`src/rtl/spi_fe_pkg.sv`:
```
// Package for the serial flash front end: protocol and phase types,
// opcode codes and the lane count helper shared by all submodules.
package spi_fe_pkg;

    typedef enum logic [1:0] {
        PROTO_EXT  = 2'd0,
        PROTO_DUAL = 2'd1,
        PROTO_QUAD = 2'd2
    } proto_e;

    typedef enum logic [2:0] {
        PH_CMD    = 3'd0,
        PH_ADDR   = 3'd1,
        PH_WCFG   = 3'd2,
        PH_RDATA  = 3'd3,
        PH_IGNORE = 3'd4
    } phase_e;

    localparam logic [7:0] OP_RD1  = 8'h03;
    localparam logic [7:0] OP_RD2  = 8'hBB;
    localparam logic [7:0] OP_RD4  = 8'hEB;
    localparam logic [7:0] OP_PROG = 8'h02;
    localparam logic [7:0] OP_WCFG = 8'h61;

    // Number of lanes that carry the instruction under a given protocol.
    function automatic logic [2:0] lanes_of(input proto_e p);
        case (p)
            PROTO_DUAL: lanes_of = 3'd2;
            PROTO_QUAD: lanes_of = 3'd4;
            default:    lanes_of = 3'd1;
        endcase
    endfunction

    // True for opcodes that return read data.
    function automatic logic is_read_op(input logic [7:0] op);
        is_read_op = (op == OP_RD1) || (op == OP_RD2) || (op == OP_RD4);
    endfunction

endpackage

```
`src/rtl/spi_fe_sampler.sv`:
```
// Pin sampler: brings chip select, serial clock and the data lanes into
// the system clock domain through a chain of STAGES flops and derives
// single-cycle rising/falling clock events, gated by chip select.
// Assumes clk runs several times faster than the serial clock so that
// every serial edge is seen as a level change between two samples.
module spi_fe_sampler #(
    parameter int STAGES = 2,
    parameter int LANES  = 4
) (
    input  logic             clk,
    input  logic             rst_n,
    input  logic             cs_n,
    input  logic             sck,
    input  logic [LANES-1:0] dq,
    output logic             rise_ev,
    output logic             fall_ev,
    output logic             cs_hi,
    output logic             cs_rise_ev,
    output logic [LANES-1:0] dq_s
);
    localparam int PW = LANES + 2;
    localparam logic [PW-1:0] PIPE_RST = {1'b1, {(PW-1){1'b0}}};

    logic [PW-1:0] pipe [STAGES];
    logic          sck_prev;
    logic          cs_prev;

    // First stage captures the raw pins.
    always_ff @(posedge clk) begin
        if (!rst_n) pipe[0] <= PIPE_RST;
        else        pipe[0] <= {cs_n, sck, dq};
    end

    // Remaining stages of the synchronizer chain.
    for (genvar i = 1; i < STAGES; i++) begin : g_sync
        always_ff @(posedge clk) begin
            if (!rst_n) pipe[i] <= PIPE_RST;
            else        pipe[i] <= pipe[i-1];
        end
    end

    // Previous synchronized clock and select levels for edge detection.
    always_ff @(posedge clk) begin
        if (!rst_n) begin
            sck_prev <= 1'b0;
            cs_prev  <= 1'b1;
        end else begin
            sck_prev <= pipe[STAGES-1][LANES];
            cs_prev  <= pipe[STAGES-1][LANES+1];
        end
    end

    // Decode events from the synchronized levels.
    always_comb begin
        cs_hi      = pipe[STAGES-1][LANES+1];
        dq_s       = pipe[STAGES-1][LANES-1:0];
        rise_ev    = !cs_hi &&  pipe[STAGES-1][LANES] && !sck_prev;
        fall_ev    = !cs_hi && !pipe[STAGES-1][LANES] &&  sck_prev;
        cs_rise_ev = cs_hi && !cs_prev;
    end

endmodule

```
`src/rtl/spi_fe_mode.sv`:
```
// Protocol state: loaded from the non-volatile byte while reset is held,
// replaced by the volatile byte when a complete configuration write
// commits. Quad has priority over dual in both decodes.
module spi_fe_mode
    import spi_fe_pkg::*;
(
    input  logic       clk,
    input  logic       rst_n,
    input  logic [7:0] nv_cfg,
    input  logic       cfg_wr,
    input  logic [7:0] cfg_byte,
    output proto_e     proto_st
);
    logic unused_bits;
    assign unused_bits = ^{nv_cfg[7:4], nv_cfg[1:0], cfg_byte[5:0]};

    // Non-volatile decode: bit 3 low selects quad, bit 2 low selects dual.
    function automatic proto_e nv_decode(input logic [7:0] b);
        if (!b[3])      nv_decode = PROTO_QUAD;
        else if (!b[2]) nv_decode = PROTO_DUAL;
        else            nv_decode = PROTO_EXT;
    endfunction

    // Volatile decode: bit 7 low selects quad, bit 6 low selects dual.
    function automatic proto_e vol_decode(input logic [7:0] b);
        if (!b[7])      vol_decode = PROTO_QUAD;
        else if (!b[6]) vol_decode = PROTO_DUAL;
        else            vol_decode = PROTO_EXT;
    endfunction

    // Hold the protocol; reset restores the non-volatile choice.
    always_ff @(posedge clk) begin
        if (!rst_n)      proto_st <= nv_decode(nv_cfg);
        else if (cfg_wr) proto_st <= vol_decode(cfg_byte);
    end

endmodule

```
`src/rtl/spi_fe_engine.sv`:
```
// Lane engine: shifts the instruction, address and configuration data in
// on rising events at the lane count of the current phase, and shifts
// read data out on falling events. Chip select high clears all phase
// state; a full configuration byte commits on the chip select rise.
// Assumes ADDR_W is a multiple of 4.
module spi_fe_engine
    import spi_fe_pkg::*;
#(
    parameter int ADDR_W = 24,
    parameter int LANES  = 4
) (
    input  logic              clk,
    input  logic              rst_n,
    input  logic              rise_ev,
    input  logic              fall_ev,
    input  logic              cs_hi,
    input  logic              cs_rise_ev,
    input  logic [LANES-1:0]  dq_s,
    input  proto_e            proto_st,
    input  logic [7:0]        rd_byte,
    output logic [7:0]        cmd_opcode,
    output logic [ADDR_W-1:0] cmd_addr,
    output logic              cmd_valid,
    output logic              cfg_wr,
    output logic [7:0]        cfg_byte,
    output logic [LANES-1:0]  dq_out,
    output logic [LANES-1:0]  dq_oe
);
    localparam int CNT_W = $clog2(ADDR_W + 8) + 1;
    localparam logic [CNT_W-1:0] CNT_BYTE = CNT_W'(8);
    localparam logic [CNT_W-1:0] CNT_ADDR = CNT_W'(ADDR_W);

    phase_e             phase;
    logic [CNT_W-1:0]   bitcnt;
    logic [ADDR_W-1:0]  shreg;
    logic [7:0]         opcode_q;
    logic [2:0]         xw;
    logic [7:0]         osh;
    logic [2:0]         ocnt;
    logic               wcfg_full;

    logic [2:0]         w_now;
    logic [LANES-1:0]   nib;
    logic [ADDR_W-1:0]  shifted;
    logic [CNT_W-1:0]   next_cnt;
    phase_e             dec_phase;
    logic [2:0]         dec_w;
    logic [7:0]         src;

    // Lane count of the current phase and the shifted-in value.
    always_comb begin
        w_now = (phase == PH_CMD) ? lanes_of(proto_st) : xw;
        case (w_now)
            3'd1:    nib = {{(LANES-1){1'b0}}, dq_s[0]};
            3'd2:    nib = {{(LANES-2){1'b0}}, dq_s[1:0]};
            default: nib = dq_s;
        endcase
        shifted  = (shreg << w_now) | {{(ADDR_W-LANES){1'b0}}, nib};
        next_cnt = bitcnt + CNT_W'(w_now);
    end

    // Decode the completing instruction into the next phase and lane count.
    always_comb begin
        dec_phase = PH_IGNORE;
        dec_w     = lanes_of(proto_st);
        case (shifted[7:0])
            OP_RD1, OP_RD2, OP_RD4, OP_PROG: dec_phase = PH_ADDR;
            OP_WCFG:                         dec_phase = PH_WCFG;
            default:                         dec_phase = PH_IGNORE;
        endcase
        if (proto_st == PROTO_EXT) begin
            case (shifted[7:0])
                OP_RD2:  dec_w = 3'd2;
                OP_RD4:  dec_w = 3'd4;
                default: dec_w = 3'd1;
            endcase
        end
    end

    // Source byte for the next read output group.
    always_comb src = (ocnt == 3'd0) ? rd_byte : osh;

    // Phase sequencing, input shifting and read output shifting.
    always_ff @(posedge clk) begin
        if (!rst_n) begin
            phase      <= PH_CMD;
            bitcnt     <= '0;
            shreg      <= '0;
            opcode_q   <= 8'h00;
            xw         <= 3'd1;
            osh        <= 8'h00;
            ocnt       <= 3'd0;
            wcfg_full  <= 1'b0;
            cmd_opcode <= 8'h00;
            cmd_addr   <= '0;
            cmd_valid  <= 1'b0;
            cfg_wr     <= 1'b0;
            cfg_byte   <= 8'hFF;
            dq_out     <= '0;
            dq_oe      <= '0;
        end else if (cs_hi) begin
            phase     <= PH_CMD;
            bitcnt    <= '0;
            shreg     <= '0;
            ocnt      <= 3'd0;
            wcfg_full <= 1'b0;
            cmd_valid <= 1'b0;
            cfg_wr    <= cs_rise_ev && wcfg_full;
            cfg_byte  <= shreg[7:0];
            dq_out    <= '0;
            dq_oe     <= '0;
        end else begin
            cmd_valid <= 1'b0;
            cfg_wr    <= 1'b0;
            if (rise_ev) begin
                case (phase)
                    PH_CMD: begin
                        shreg <= shifted;
                        if (next_cnt == CNT_BYTE) begin
                            bitcnt     <= '0;
                            opcode_q   <= shifted[7:0];
                            cmd_opcode <= shifted[7:0];
                            phase      <= dec_phase;
                            xw         <= dec_w;
                        end else begin
                            bitcnt <= next_cnt;
                        end
                    end
                    PH_ADDR: begin
                        shreg <= shifted;
                        if (next_cnt == CNT_ADDR) begin
                            bitcnt    <= '0;
                            cmd_addr  <= shifted;
                            cmd_valid <= 1'b1;
                            phase     <= is_read_op(opcode_q) ? PH_RDATA : PH_IGNORE;
                        end else begin
                            bitcnt <= next_cnt;
                        end
                    end
                    PH_WCFG: begin
                        shreg <= shifted;
                        if (next_cnt == CNT_BYTE) begin
                            bitcnt    <= '0;
                            wcfg_full <= 1'b1;
                            phase     <= PH_IGNORE;
                        end else begin
                            bitcnt <= next_cnt;
                        end
                    end
                    default: ;
                endcase
            end
            if (fall_ev && phase == PH_RDATA) begin
                case (xw)
                    3'd1: begin
                        dq_out <= {{(LANES-2){1'b0}}, src[7], 1'b0};
                        dq_oe  <= {{(LANES-2){1'b0}}, 2'b10};
                    end
                    3'd2: begin
                        dq_out <= {{(LANES-2){1'b0}}, src[7:6]};
                        dq_oe  <= {{(LANES-2){1'b0}}, 2'b11};
                    end
                    default: begin
                        dq_out <= src[7:8-LANES];
                        dq_oe  <= '1;
                    end
                endcase
                osh  <= src << xw;
                ocnt <= ocnt + xw;
            end
        end
    end

endmodule

```
`src/rtl/spi_fe_top.sv`:
```
// Top of the serial flash front end: pin sampler, protocol state and
// lane engine. Presents the decoded command and the per-lane drive.
module spi_fe_top
    import spi_fe_pkg::*;
#(
    parameter int ADDR_W = 24,
    parameter int STAGES = 2
) (
    input  logic              clk,
    input  logic              rst_n,
    input  logic [7:0]        nv_cfg,
    input  logic              spi_cs_n,
    input  logic              spi_sck,
    input  logic [3:0]        dq_in,
    input  logic [7:0]        rd_byte,
    output logic [3:0]        dq_out,
    output logic [3:0]        dq_oe,
    output logic [1:0]        proto,
    output logic [7:0]        cmd_opcode,
    output logic [ADDR_W-1:0] cmd_addr,
    output logic              cmd_valid
);
    localparam int LANES = 4;

    logic             rise_ev;
    logic             fall_ev;
    logic             cs_hi;
    logic             cs_rise_ev;
    logic [LANES-1:0] dq_s;
    logic             cfg_wr;
    logic [7:0]       cfg_byte;
    proto_e           proto_st;

    spi_fe_sampler #(.STAGES(STAGES), .LANES(LANES)) u_smp (
        .clk        (clk),
        .rst_n      (rst_n),
        .cs_n       (spi_cs_n),
        .sck        (spi_sck),
        .dq         (dq_in),
        .rise_ev    (rise_ev),
        .fall_ev    (fall_ev),
        .cs_hi      (cs_hi),
        .cs_rise_ev (cs_rise_ev),
        .dq_s       (dq_s)
    );

    spi_fe_mode u_mode (
        .clk      (clk),
        .rst_n    (rst_n),
        .nv_cfg   (nv_cfg),
        .cfg_wr   (cfg_wr),
        .cfg_byte (cfg_byte),
        .proto_st (proto_st)
    );

    spi_fe_engine #(.ADDR_W(ADDR_W), .LANES(LANES)) u_eng (
        .clk        (clk),
        .rst_n      (rst_n),
        .rise_ev    (rise_ev),
        .fall_ev    (fall_ev),
        .cs_hi      (cs_hi),
        .cs_rise_ev (cs_rise_ev),
        .dq_s       (dq_s),
        .proto_st   (proto_st),
        .rd_byte    (rd_byte),
        .cmd_opcode (cmd_opcode),
        .cmd_addr   (cmd_addr),
        .cmd_valid  (cmd_valid),
        .cfg_wr     (cfg_wr),
        .cfg_byte   (cfg_byte),
        .dq_out     (dq_out),
        .dq_oe      (dq_oe)
    );

    assign proto = proto_st;

endmodule

```
`config.mk`:
```
export PLATFORM = sky130hd
export DESIGN_NAME = spi_fe_top
export DESIGN_NICKNAME = d
export VERILOG_FILES = /design/src/rtl/spi_fe_pkg.sv /design/src/rtl/spi_fe_sampler.sv /design/src/rtl/spi_fe_mode.sv /design/src/rtl/spi_fe_engine.sv /design/src/rtl/spi_fe_top.sv
export SDC_FILE = /design/constraint.sdc
export NUM_CORES = 1
export LEC_CHECK = 0
export ABC_AREA = 1
export BUFFER_PORTS_ARGS = -buffer_cell sky130_fd_sc_hd__buf_2
export CORE_UTILIZATION = 40
export CTS_CLUSTER_DIAMETER = 100
export DETAILED_ROUTE_END_ITERATION = 7
export PLACE_DENSITY = 0.54
export SETUP_SLACK_MARGIN = 0.02
export SYNTH_ARGS = -nofsm -noshare
export SYNTH_HDL_FRONTEND = slang
export SYNTH_SLANG_ARGS = --single-unit
```
`constraint.sdc`:
```
create_clock -name clk -period 3.91 [get_ports clk]
set_input_delay 0.1955 -clock clk [delete_from_list [all_inputs] [get_ports clk]]
set_output_delay 0.1955 -clock clk [all_outputs]
set_load 0.05 [all_outputs]
```
**Yosys cells after proc, flatten, opt, wreduce, memory -nomap -nowiden**

Memory sizes are Yosys's and may differ from the RTL's.
Cells that the tools add are included.

- Flip-flop bits (word level): 102
- Bits in writable memories: 12
- Input bits: 24
- Output and inout port bits: 43
- Word-level logic and storage cells: 111
- Memories: 1

- Add/sub/neg operators: 2
- Equal/unequal tests: 23
- Shifts and indexed selects: 2
- Muxes and demuxes: 28
- Bitwise logic cells: 7
- Reduce and logical (&&, ||, !) cells: 31

Memories:

| name | depth | bits a word | rd ports | clocked after memory_dff | wr ports | RTL line | RTL |
|---|---|---|---|---|---|---|---|
| u_smp.pipe | 2 | 6 | 2 | 0 | 2 | spi_fe_sampler.sv:24 | `logic [PW-1:0] pipe [STAGES];` |

Operators by type and width:

| kind | number |
|---|---|
| equality test 8 bit, second input constant | 4 |
| equality test 8 x 2 -> 1 bit, second input constant | 3 |
| 2-to-1 mux 6 bit | 4 |
| bitwise OR 24 x 4 -> 24 bit | 1 |
| case mux 4 bit (2 select lines) | 3 |
| left shift 24 x 3 -> 24 bit | 1 |
| 2-to-1 mux 3 bit | 6 |
| case mux 3 bit (2 select lines) | 3 |
| equality test 3 x 2 -> 1 bit, second input constant | 4 |
| case mux 6 bit (2 select lines) | 1 |
| equality test 3 x 1 -> 1 bit, second input constant | 3 |
| case mux 3 bit (3 select lines) | 1 |
| equality test 8 x 7 -> 1 bit, second input constant | 1 |
| 2-to-1 mux 2 bit | 4 |
| 2-to-1 mux 8 bit | 1 |
| AND reduction 2 bit | 4 |
| AND reduction 4 bit | 2 |
| OR reduction 4 bit | 2 |
| left shift 8 x 3 -> 8 bit | 1 |
| logical AND 1 bit | 7 |
| adder 6 x 3 -> 6 bit | 1 |
| equality test 6 x 4 -> 1 bit, second input constant | 1 |
| equality test 6 x 5 -> 1 bit, second input constant | 1 |
| logical NOT 3 bit | 2 |
| 17 further kinds | 32 |

**Longest topological paths before layout**

Gate-level depths: netlist of run 1.

- Depth in word-level cells: 11
- Mapped depth: 23
- Gate-level depth less buffers: 23

**Hierarchy**

A second synthesis of run 1 with hierarchy kept.

- Cells, all modules: 947
- Area, all modules: 6,209.7 um^2

Modules (own cells, without submodules):

| module | times used | cells each | area an instance (um^2) | seq. area each (um^2) |
|---|---|---|---|---|
| spi_fe_engine | 1 | 883 | 5,660.4 | 1,941.9 |
| spi_fe_sampler | 1 | 52 | 445.4 | 280.3 |
| spi_fe_mode | 1 | 12 | 103.8 | 60.1 |

**Least setup slack after synthesis of run 1**

OpenSTA, ideal clock, no wires.

- Path type: reg2reg
- From: reg u_mode.proto_st[1]
- To: reg u_eng.cmd_opcode[7]
- Library setup time: 119 ps
- Arrival time: 3,129 ps
- Required time: 3,791 ps
- Setup slack: 661 ps
- Stages on the path, launching flop included: 17
- Path buffers: 2
- Period minus slack after synthesis: 3,249 ps
- Cell sequence: edfxtp_1 -> inv_1 -> ha_1 -> inv_1 -> nand3_4 -> nand2_2 -> buf_6 -> ha_1 -> ha_1 -> or2_2 -> a21oi_2 -> nand3_2 -> nor2_1 -> nand4_2 -> buf_2 -> o21ai_1 -> a21oi_1

- Word-level cells in the longest chain between the ends: 6
- Elaborated cells on any way between the ends: 9
- Those cells by class: 1 x add/sub; 3 x eq/ne; 1 x shift; 2 x mux; 1 x bitwise; 1 x reduce/logical

RTL lines:

| element | RTL line | RTL |
|---|---|---|
| start: declaration | spi_fe_mode.sv:12 | `output proto_e proto_st` |
| start signal: assignment | spi_fe_mode.sv:33 | `if (!rst_n) proto_st <= nv_decode(nv_cfg);` |
| start signal: assignment | spi_fe_mode.sv:34 | `else if (cfg_wr) proto_st <= vol_decode(cfg_byte);` |
| equality test 2 bit or equality test 2 x 1 -> 1 bit (tied branches) | spi_fe_pkg.sv:27 | `case (p)` |
| case mux 3 bit (2 select lines) (*) | spi_fe_pkg.sv:27 |  |
| 2-to-1 mux 3 bit (*) | spi_fe_engine.sv:52 | `w_now = (phase == PH_CMD) ? lanes_of(proto_st) : xw;` |
| adder 6 x 3 -> 6 bit | spi_fe_engine.sv:59 | `next_cnt = bitcnt + CNT_W'(w_now);` |
| equality test 6 x 4 -> 1 bit | spi_fe_engine.sv:119 | `if (next_cnt == CNT_BYTE) begin` |
| AND reduction 4 bit (no source line) | -- |  |
| end signal: assignment | spi_fe_engine.sv:122 | `cmd_opcode <= shifted[7:0];` |
| end: declaration | spi_fe_engine.sv:21 | `output logic [7:0] cmd_opcode,` |

Mark *: on every way between the ends. The rest lies on a longest branch, timed or not.
A chain may end at the register's enable or synchronous reset.

**Worst setup path in the final report of run 1**

- From: reg u_mode.proto_st[0]
- To: reg u_eng.cmd_opcode[5]

Same word-level chain as after synthesis.

==> results of run 1 <==
-- per-layer routing --
layer,vias to the layer above,global-route usage (%)
li1,2867,-
met3,13,4.18
met2,117,32.6
met5,-,0
met4,0,7.55
met1,2523,27.6
-- power groups by stage --
stage | Clock [mW] | Combinational [mW] | Sequential, mW
after floorplan | 0 | 0.195 | 1.14
after global placement | 0 | 0.267 | 1.13
after detailed placement | 0 | 0.267 | 1.13
after CTS | 0.886 | 0.268 | 1.11
after global routing | 0.933 | 0.302 | 1.11
final | 0.856 | 0.268 | 1.11
-- registers in the layout, summed over array words and instances, names as in the netlist, 4 cells and up --
name / cells
u_eng.dq_out: 4
u_eng.cmd_opcode: 8
u_smp.pipe: 12
u_eng.shreg: 24
u_eng.bitcnt: 6
u_eng.cmd_addr: 24
u_eng.osh: 8
-- cell families (layout without fill, tap and decap cells) --
family | count (synthesis) | in the layout | share of synthesized area, %
mux | 8 | 8 | 1.40
compound gates | 211 | 211 | 19.3
flops | 107 | 107 | 37.2
buf+inv | 194 | 237 | 13.4
simple gates | 340 | 340 | 26.8
fa+ha+maj | 8 | 8 | 1.85
-- cell usage in the layout (no fill, tap or decap), types with 3 or more instances in the layout --
cell and n:
nand3_1 66, nor2_1 52, nand3_2 6, inv_1 148, clkbuf_16 9, nand4_2 3, or2_2 6, o211ai_1 7
mux2i_1 7, nand2_1 178, a21oi_1 72, o21ai_1 8, nand4_1 5, o221ai_1 3, nand2_4 4, dfxtp_1 105
ha_1 7, o22ai_1 6, a31oi_1 4, nor3_1 5, o21ai_0 103, buf_2 60, inv_2 5, nand2_2 8
buf_4 6
-- area by class of cell --
class | count | area share (%)
clock buffers | 10 | 3.54
clock inverters | 6 | 0.639
inverters | 155 | 9.05
multi-input cells | 567 | 44.5
flip-flops and latches | 107 | 33.5
well taps | 180 | 3.49
repair buffers | 66 | 5.35
-- worst max-delay path by stage --
stage	start	end	slack (ps)	depth (start not counted)
after floorplan	u_mode.proto_st[1]$_DFFE_PP_	u_eng.cmd_opcode[7]$_SDFFE_PN0P_	660	16
after global placement	u_mode.proto_st[0]$_DFFE_PP_	u_eng.cmd_opcode[5]$_SDFFE_PN0P_	550	15
after detailed placement	u_mode.proto_st[0]$_DFFE_PP_	u_eng.cmd_opcode[2]$_SDFFE_PN0P_	460	15
after CTS	u_mode.proto_st[0]$_DFFE_PP_	u_eng.cmd_opcode[5]$_SDFFE_PN0P_	440	15
after global routing	u_mode.proto_st[1]$_DFFE_PP_	u_eng.cmd_opcode[2]$_SDFFE_PN0P_	130	15
final	u_mode.proto_st[0]$_DFFE_PP_	u_eng.cmd_opcode[5]$_SDFFE_PN0P_	460	15
-- worst max-delay path, stage by stage, from the launching register on --
cell      delay (ps)
edfxtp_1         410
inv_1             80
ha_1             340
inv_1            110
nand3_4          120
nand2_2          260
ha_1             260
ha_1             260
or2_2            300
a21oi_2          140
nand3_2          110
nor2_1           170
nand4_2          360
inv_1            250
o21ai_0          100
nor2_1           110
==> summary.md, run 1 <==
| Metric | Value |
|---|---|
| Overflow after GRT | 0 |
| CP Data Arrival Time | 3740 ps |
| Initial antenna violation count | 0 |
| Layout cell share with drive strength beyond 1 | 13.4% |
| TritonCTS Buffers | 9 |
| Final cell count without fillers | between 1000 and 1500 |
| Final core utilization | around 46% |
| Synthesized cell area | between 5000 and 6000 µm² |
| Maximum number of pins on one net before global-route repair | 53 |
| Setup bufs post-CTS | 0 |
| Most used DFF post-synth | dfxtp_1 |
| R2R depth | 15 |
| Port-buffer cells | 60 |
| Mean area per synthesized cell | ~6.7 µm² |
| Data required, critical path | about 4200 ps |
| Finished Cell Area | around 6500 µm² |
| Commonest cells post-synth | nand2_1, inv_1, dfxtp_1 |
| Hold_ws | about 19 ps |
| Internal power | around 1.6 mW |
| Clk network pwr share | 38.4% |
| Pre-CTS setup slack | around 460 ps |
| H-tree levels | 3 |
| Multi-input gate area | between 2000 and 3000 µm² |
| Vias | 5520 |
| First-pass iteration count of the detailed router | 5 |
| Final worst slack | ~460 ps |
| Yosys warning total | 0 |
| Rows | 43 |
| Diode count | 0 |
| Initial Utilization | 41.4% |
| R2R Setup Slk | roughly 460 ps |
| Hold buffer count at cts | 0 |
| FFs w/ async S/R, synth | 0% |
| Gpl congestion | just under 0.9 |
| Critical path launch point type | register |
| Synthesized Nets | 900 |
| Highest metal used | met4 |
| Final setup fails | 0 |
| Routed Antenna Nets | 0 |
| Final Hold Viols | 0 |
| Post-cts sizing count | 0 |
| Endpoint class of the critical path | register |
| Count leader, synth | nand2_1 |
| RSZ-0062 raised after global routing | no |
| Clk buf depth | 2 |
| Vias per Instance | between 5 and 6 |
| CTS tree | built |
| FF-to-FF End | u_eng.cmd_opcode[5]$_SDFFE_PN0P_ |
| Hold_sp | spi_sck |
| Clock sink count | 107 |
| Switching Fraction | 27.6% |
| Flops & latches, synth | roughly 110 |
| Vias in the first global route | slightly below 5000 |
| Synth top area cells | dfxtp_1, nand2_1, inv_1 |
| Clk slew on worst S/H paths | about 70 ps |
| # IOs | 67 |
| Final Slew Violations | 0 |
| # nets final | approximately 940 |
| Routed wl met2 | ~6.7 mm |
| Avg WL per Cell | ~13 µm |
| Max Cap Viol | 0 |
| Yosys top cell area share | between 30 and 40% |
| Syn Inst Count | between 800 and 900 |
| Die area | ~15000 µm² |
| HP Class | in -> reg |
| Number of flops mapped to enable cells by yosys | 2 |
| Critical Path Fanout Max | 16 |
| Worst Skew | just under 9 ps |
| Max transition margin | 35.0% |
| M1 wire length | between 6 and 7 mm |
| Leakage | roughly 3.0 nW |
| Slew @ Worst Pin | roughly 970 ps |
| Core region area | ~14000 µm² |
| Comb power frac | 12.0% |
| Layout area overhead | 11.1% |
| FILL cells | around 1500 |
| Met3 Routed Length | approximately 630 µm |
| Routed WL | 14.6 mm |
| GRT Total Usage | between 20% and 30% |
| DRC viols | 0 |
| Clk_lat worst skew | roughly 360 ps |
| FMAX | 0.290 GHz |
| Worst Hold End | u_smp.pipe[0][4]$_SDFF_PN0_ |
| Crit path kind | reg -> reg |
| Peak VDD IR | 0.322 mV |
| First-pass GRT wire length | ~24 mm |
| Min Tclk post-route | around 3400 ps |
| Final worst-path cycle share | approximately nine tenths |
| Die W | ~120 µm |
| Sequential Area | 2160 µm² |
| Total negative slack | 0 ps |
| Worst r2r src | u_mode.proto_st[0]$_DFFE_PP_ |
| DRT iter0 DRCs | 381 |
| Outcome | finished clean |
| Placed standard-cell area | around 6200 µm² |
| Sequential share of power | ~50% |
| HPWL after DPL | 10.3 mm |
| Net Sw Power | around 0.6 mW |
| Synth unique cells | 43 |
| Synth area leader | dfxtp_1 |
| Clock root buffer | clkbuf_16 |
| PwrDens | 345 nW/µm² |
| Die span in y | roughly 120 µm |
| Overall power | approximately 2.2 mW |
| Dpl cells | 1075 |
| Hold depth | 3 |
| Post-synthesis sequential area ratio | a little under two fifths |
Power figures use the tool's default switching activity.
==> run 2: changes to the inputs <==
--- a/config.mk
+++ b/config.mk
@@ -7,10 +7,11 @@
 export LEC_CHECK = 0
 export ABC_AREA = 1
 export BUFFER_PORTS_ARGS = -buffer_cell sky130_fd_sc_hd__buf_2
-export CORE_UTILIZATION = 40
+export CORE_UTILIZATION = 59
 export CTS_CLUSTER_DIAMETER = 100
 export DETAILED_ROUTE_END_ITERATION = 7
-export PLACE_DENSITY = 0.54
+export MAX_ROUTING_LAYER = met4
+export PLACE_DENSITY = 0.76
 export SETUP_SLACK_MARGIN = 0.02
 export SYNTH_ARGS = -nofsm -noshare
 export SYNTH_HDL_FRONTEND = slang
==> summary.md, run 2 (same netlist as run 1, synthesis figures left out) <==
| Metric | Value |
|---|---|
| Outcome | complete, but fails checks |
| Failing checks | DRC |
| TritonCTS Buffers | 9 |
| Critical Path Fanout Max | 16 |
| Worst Skew | 15.7 ps |
| Overflow after GRT | 0 |
| Crit path kind | reg -> reg |
| CTS tree | built |
| Final worst-path cycle share | 88.5% |
| Peak VDD IR | 0.252 mV |
| HP Class | in -> reg |
| DRC viols | 3 |
| Setup bufs post-CTS | 0 |
| Max Cap Viol | 0 |
| Gpl congestion | 0.917 |
| Critical path launch point type | register |
| Endpoint class of the critical path | register |
| Switching Fraction | roughly 30% |
| DRT iter0 DRCs | 550 |
| Sequential share of power | 53.2% |
| Final cell count without fillers | around 1000 |
| RSZ-0062 raised after global routing | no |
| Vias | between 5000 and 6000 |
| Data required, critical path | around 4300 ps |
| Dpl cells | roughly 1000 |
| CP Data Arrival Time | ~3800 ps |
| Internal power | between 1 and 1.5 mW |
| Clk slew on worst S/H paths | 110 ps |
| PwrDens | around 330 nW/µm² |
| Port-buffer cells | 60 |
| Crit-path cells | nor2_4 > nand2_4 > nand2_2 > nand2_2 > ha_1 > ha_1 > or2_2 > a21oi_2 > nand3_2 > nor2_1 > nand4_2 > inv_1 > o21ai_0 > nor2_1 |
| # nets final | roughly 940 |
| Net Sw Power | just over 0.6 mW |
| Routed Antenna Nets | 0 |
| Clock sink count | between 100 and 150 |
| Maximum number of pins on one net before global-route repair | between 50 and 60 |
| Die W | 101 µm |
| Final Hold Viols | 0 |
| Clk_lat worst skew | ~400 ps |
| Final setup fails | 0 |
| GRT Total Usage | a little under a third |
| Die area | approximately 10000 µm² |
| Commonest non-fill, non-tap cell in the layout | nand2_1 |
| Clk buf depth | 2 |
| Leakage | 3.03 nW |
| Family with the most delay on the worst path | simple AND/OR/NAND/NOR gates |
| FMAX | approximately 0.29 GHz |
| Crit-path max cell delay | about 370 ps |
| First-pass iteration count of the detailed router | 8 |
| Layout area overhead | 9.86% |
| Top Registers | u_eng.cmd_addr: 24 flops, u_eng.shreg: 24 flops, u_smp.pipe: 12 flops |
| HPWL after DPL | just over 10 mm |
| Overall power | between 2 and 2.5 mW |
| Routed WL | 14.4 mm |
| First-pass GRT wire length | around 24 mm |
| Layout cell share with drive strength beyond 1 | a little over an eighth |
| Hold_ws | between 100 and 150 ps |
| Vias in the first global route | about 5000 |
| Clk network pwr share | around a third |
| Max transition margin | between 30% and 40% |
| Slew @ Worst Pin | roughly 910 ps |
| Highest-count cells in the layout ignoring fill and taps | nand2_1, inv_1, dfxtp_1 |
| Comb power frac | a little over an eighth |
| Min Tclk post-route | around 3500 ps |
| Clock root buffer | clkbuf_8 |
| Buf/Inv on CP | 1 |
| Avg WL per Cell | around 14 µm |
| Rows | 35 |
| Initial Utilization | between 60% and 70% |
| Initial antenna violation count | 0 |
| Vias per Instance | 5.45 |
| # IOs | 67 |
| Total negative slack | 0 ps |
| Diode count | 0 |
| H-tree levels | 3 |
| Post-cts sizing count | 0 |
| Final core utilization | about two thirds |
| Final Slew Violations | 0 |
| Die span in y | slightly above 100 µm |
| Core region area | 9370 µm² |
| Slowest CP cell | dfxtp_1 |
==> run 2: cell types whose count changed in the layout (fill, tap and decap cells not counted), sizes merged <==
cell	change
dlygate4sd3	+6
clkinv	-2
inv	+4
clkinvlp	-2
==> run 2: worst register-to-register path: stages, from the launching register on <==
cell	delay, ps
dfxtp_1	370
nor2_4	340
nand2_4	150
nand2_2	170
nand2_2	200
ha_1	290
ha_1	300
or2_2	310
a21oi_2	120
nand3_2	110
nor2_1	190
nand4_2	370
inv_1	280
o21ai_0	100
nor2_1	110
==> run 2: path summary, 6_finish.rpt <==
path	from	end	slack, ps	cells past startpoint
max	u_eng.phase[0]$_SDFFE_PP0P_	u_eng.cmd_opcode[2]$_SDFFE_PN0P_	450	14
min	nv_cfg[2]	u_mode.proto_st[0]$_DFFE_PP_	110	2
max reg2reg	u_eng.phase[0]$_SDFFE_PP0P_	u_eng.cmd_opcode[2]$_SDFFE_PN0P_	450	14
min reg2reg	u_smp.cs_prev$_SDFF_PN1_	u_eng.cfg_wr$_SDFF_PN0_	410	1
==> run 2: per-layer routing <==
layer / up-vias / routed length (µm) / GRT usage (%)
met5: - / 0 / -
met2: 208 / 6620 / 48.5
met3: 19 / 992 / 5.31
met1: 2597 / 6570 / 39.9
met4: 0 / 238 / 10.1
li1: 2875 / - / -
==> run 2: power by group through the flow <==
stage	sequential (mW)	combinational [mW]	clock [mW]
after global placement	1.13	0.257	0
after detailed placement	1.13	0.262	0
after floorplan	1.14	0.195	0
after CTS	1.11	0.268	0.713
after global routing	1.11	0.304	0.750
final	1.11	0.272	0.701
==> run 2: per-stage QoR <==
stage / worst slack [ps] / cell area, µm²
after floorplan: 661 / 5810
after global placement: 617 / 6130
after detailed placement: 509 / 6130
after CTS: 500 / 6390
after global routing: 151 / 6390
final: 449 / 6390
==> run 2: layout make-up <==
cell class              count  area [µm²]
well taps                 129         161
repair buffers             72         405
flip-flops and latches    107        2160
clock inverters             6        62.6
clock buffers              10         138
multi-input cells         567        2870
inverters                 155         584
fillers                   850        2990
==> run 2: what timing repair did <==
| item | CTS | global route |
|---|---|---|
| hold buffers | 6 | 0 |
| endpoints found under the setup margin | 0 | 0 |
| hold endpoints to repair | 6 | 0 |
==> run 3: changes to the inputs <==
--- a/config.mk
+++ b/config.mk
@@ -7,11 +7,11 @@
 export LEC_CHECK = 0
 export ABC_AREA = 1
 export BUFFER_PORTS_ARGS = -buffer_cell sky130_fd_sc_hd__buf_2
-export CORE_UTILIZATION = 59
+export CORE_UTILIZATION = 45
 export CTS_CLUSTER_DIAMETER = 100
 export DETAILED_ROUTE_END_ITERATION = 7
 export MAX_ROUTING_LAYER = met4
-export PLACE_DENSITY = 0.76
+export PLACE_DENSITY = 0.6
 export SETUP_SLACK_MARGIN = 0.02
 export SYNTH_ARGS = -nofsm -noshare
 export SYNTH_HDL_FRONTEND = slang
==> summary.md, run 3 (same netlist as run 1, synthesis figures left out) <==
| Metric | Value |
|---|---|
| Outcome | finished clean |
| Vias per Instance | just over 5 |
| TritonCTS Buffers | 9 |
| Initial antenna violation count | 0 |
| Die W | around 120 µm |
| RSZ-0062 raised after global routing | no |
| Routed Antenna Nets | 0 |
| Max Cap Viol | 0 |
| Critical path launch point type | register |
| Worst Skew | 9.32 ps |
| Endpoint class of the critical path | register |
| Post-cts sizing count | 0 |
| HPWL after DPL | 10.3 mm |
| Vias | 5539 |
| Gpl congestion | around 0.9 |
| Layout cell share with drive strength beyond 1 | between 10% and 20% |
| CTS tree | built |
| Die span in y | 116 µm |
| H-tree levels | 3 |
| Min Tclk post-route | roughly 3400 ps |
| Total negative slack | 0 ps |
| Layout area overhead | 11.9% |
| Clk_lat worst skew | 360 ps |
| DRT iter0 DRCs | roughly 460 |
| Top Registers | u_eng.cmd_addr: 24 flops, u_eng.shreg: 24 flops, u_smp.pipe: 12 flops |
| Final worst slack | around 500 ps |
| Die area | between 10000 and 15000 µm² |
| Setup bufs post-CTS | 0 |
| First-pass iteration count of the detailed router | 5 |
| Critical Path Fanout Max | 16 |
| CP Data Arrival Time | between 3000 and 4000 ps |
| Leakage | 3.05 nW |
| Pre-CTS setup slack | 516 ps |
| Clk slew on worst S/H paths | ~70 ps |
| Routed WL | ~15 mm |
| Slew @ Worst Pin | ~940 ps |
| Crit-path max cell delay | around 400 ps |
| Final core utilization | approximately half |
| Rows | between 40 and 50 |
| Final setup fails | 0 |
| Overflow after GRT | 0 |
| Data required, critical path | roughly 4200 ps |
| Max transition margin | 36.6% |
| Highest-count cells in the layout ignoring fill and taps | nand2_1, inv_1, dfxtp_1 |
| First-pass GRT wire length | roughly 24 mm |
| Avg WL per Cell | 13.4 µm |
| Crit-path cells | inv_1 > ha_1 > inv_1 > nand3_4 > nand2_2 > ha_1 > ha_1 > or2_2 > a21oi_2 > nand3_2 > nor2_1 > nand4_2 > inv_1 > o21ai_0 > nor2_1 |
| DRC viols | 0 |
| Port-buffer cells | 60 |
| Slowest CP cell | edfxtp_1 |
| Commonest non-fill, non-tap cell in the layout | nand2_1 |
| PwrDens | 358 nW/µm² |
| Initial Utilization | 46.1% |
| HP Class | in -> reg |
| Core region area | between 10000 and 15000 µm² |
| GRT Total Usage | 24.2% |
| Clock sink count | between 100 and 150 |
| Crit path kind | reg -> reg |
| Clk buf depth | 2 |
| FILL cells | between 1000 and 1500 |
| Maximum number of pins on one net before global-route repair | 53 |
| # IOs | 67 |
| Finished Cell Area | approximately 6500 µm² |
| Placed standard-cell area | 6170 µm² |
| Final Hold Viols | 0 |
| FMAX | slightly below 0.3 GHz |
| Final Slew Violations | 0 |
| Peak VDD IR | roughly 0.24 mV |
| Dpl cells | 1066 |
| Final cell count without fillers | ~1100 |
| Vias in the first global route | 5218 |
| Final worst-path cycle share | between 80% and 90% |
| Diode count | 0 |
| Overall power | ~2.3 mW |
| Hold_ws | around 12 ps |
| Clock root buffer | clkbuf_16 |
| # nets final | 939 |
==> run 3: cell types whose count changed in the layout (fill, tap and decap cells not counted), sizes merged <==
cell,before,now
dlygate4sd3,6,2
inv,159,156
buf,66,65
clkinvlp,0,1
bufinv,0,1
clkinv,2,3
==> run 3: final timing paths <==
| check | from | end | slack [ps] | cells past startpoint |
|---|---|---|---|---|
| max | u_mode.proto_st[0]$_DFFE_PP_ | u_eng.cmd_opcode[2]$_SDFFE_PN0P_ | 490 | 15 |
| min reg2reg | u_smp.cs_prev$_SDFF_PN1_ | u_eng.cfg_wr$_SDFF_PN0_ | 400 | 1 |
| min | dq_in[0] | u_smp.pipe[0][0]$_SDFF_PN0_ | 10 | 3 |
| max reg2reg | u_mode.proto_st[0]$_DFFE_PP_ | u_eng.cmd_opcode[2]$_SDFFE_PN0P_ | 490 | 15 |
==> run 3: per-layer routing <==
layer  share of wire, %  vias to the layer above  GRT usage [%]
met3                4.4                       19           3.50
met2                 46                      113           38.9
met5                  0                        -              -
met4                2.0                        0           10.6
li1                   -                     2872              -
met1                 47                     2535           30.3
==> run 3: area by class of cell <==
| cell class | count | area (µm²) | share of cell area [%] |
|---|---|---|---|
| Multi-Input combinational cell | 567 | 2870 | 44.2 |
| Clock buffer | 10 | 239 | 3.67 |
| Sequential cell | 107 | 2160 | 33.2 |
| Tap cell | 172 | 215 | 3.31 |
| Clock inverter | 6 | 72.6 | 1.12 |
| Inverter | 155 | 584 | 8.98 |
| Timing Repair Buffer | 67 | 358 | 5.50 |
==> run 3: critical path: cells and delay by family, from the launching register on <==
kind	cells	cell delay, ps
AO/OA/AOI/OAI	2	230
AND/OR/NAND/NOR	7	1420
adder cells (fa/ha/maj)	3	840
buffers and inverters	3	460
flip-flops	1	400
==> run 3: where the power goes <==
part	switching (mW)	internal (mW)	total [mW]
logic	0.187	0.0807	0.267
clock network	0.435	0.521	0.956
registers	0.00449	1.10	1.11
total	0.626	1.70	2.33
==> run 3: repair_timing <==
item                                    4_1_cts  5_1_grt
endpoints found under the setup margin        0        0
endpoints found under the hold margin         2        0
hold buffers                                  2        0
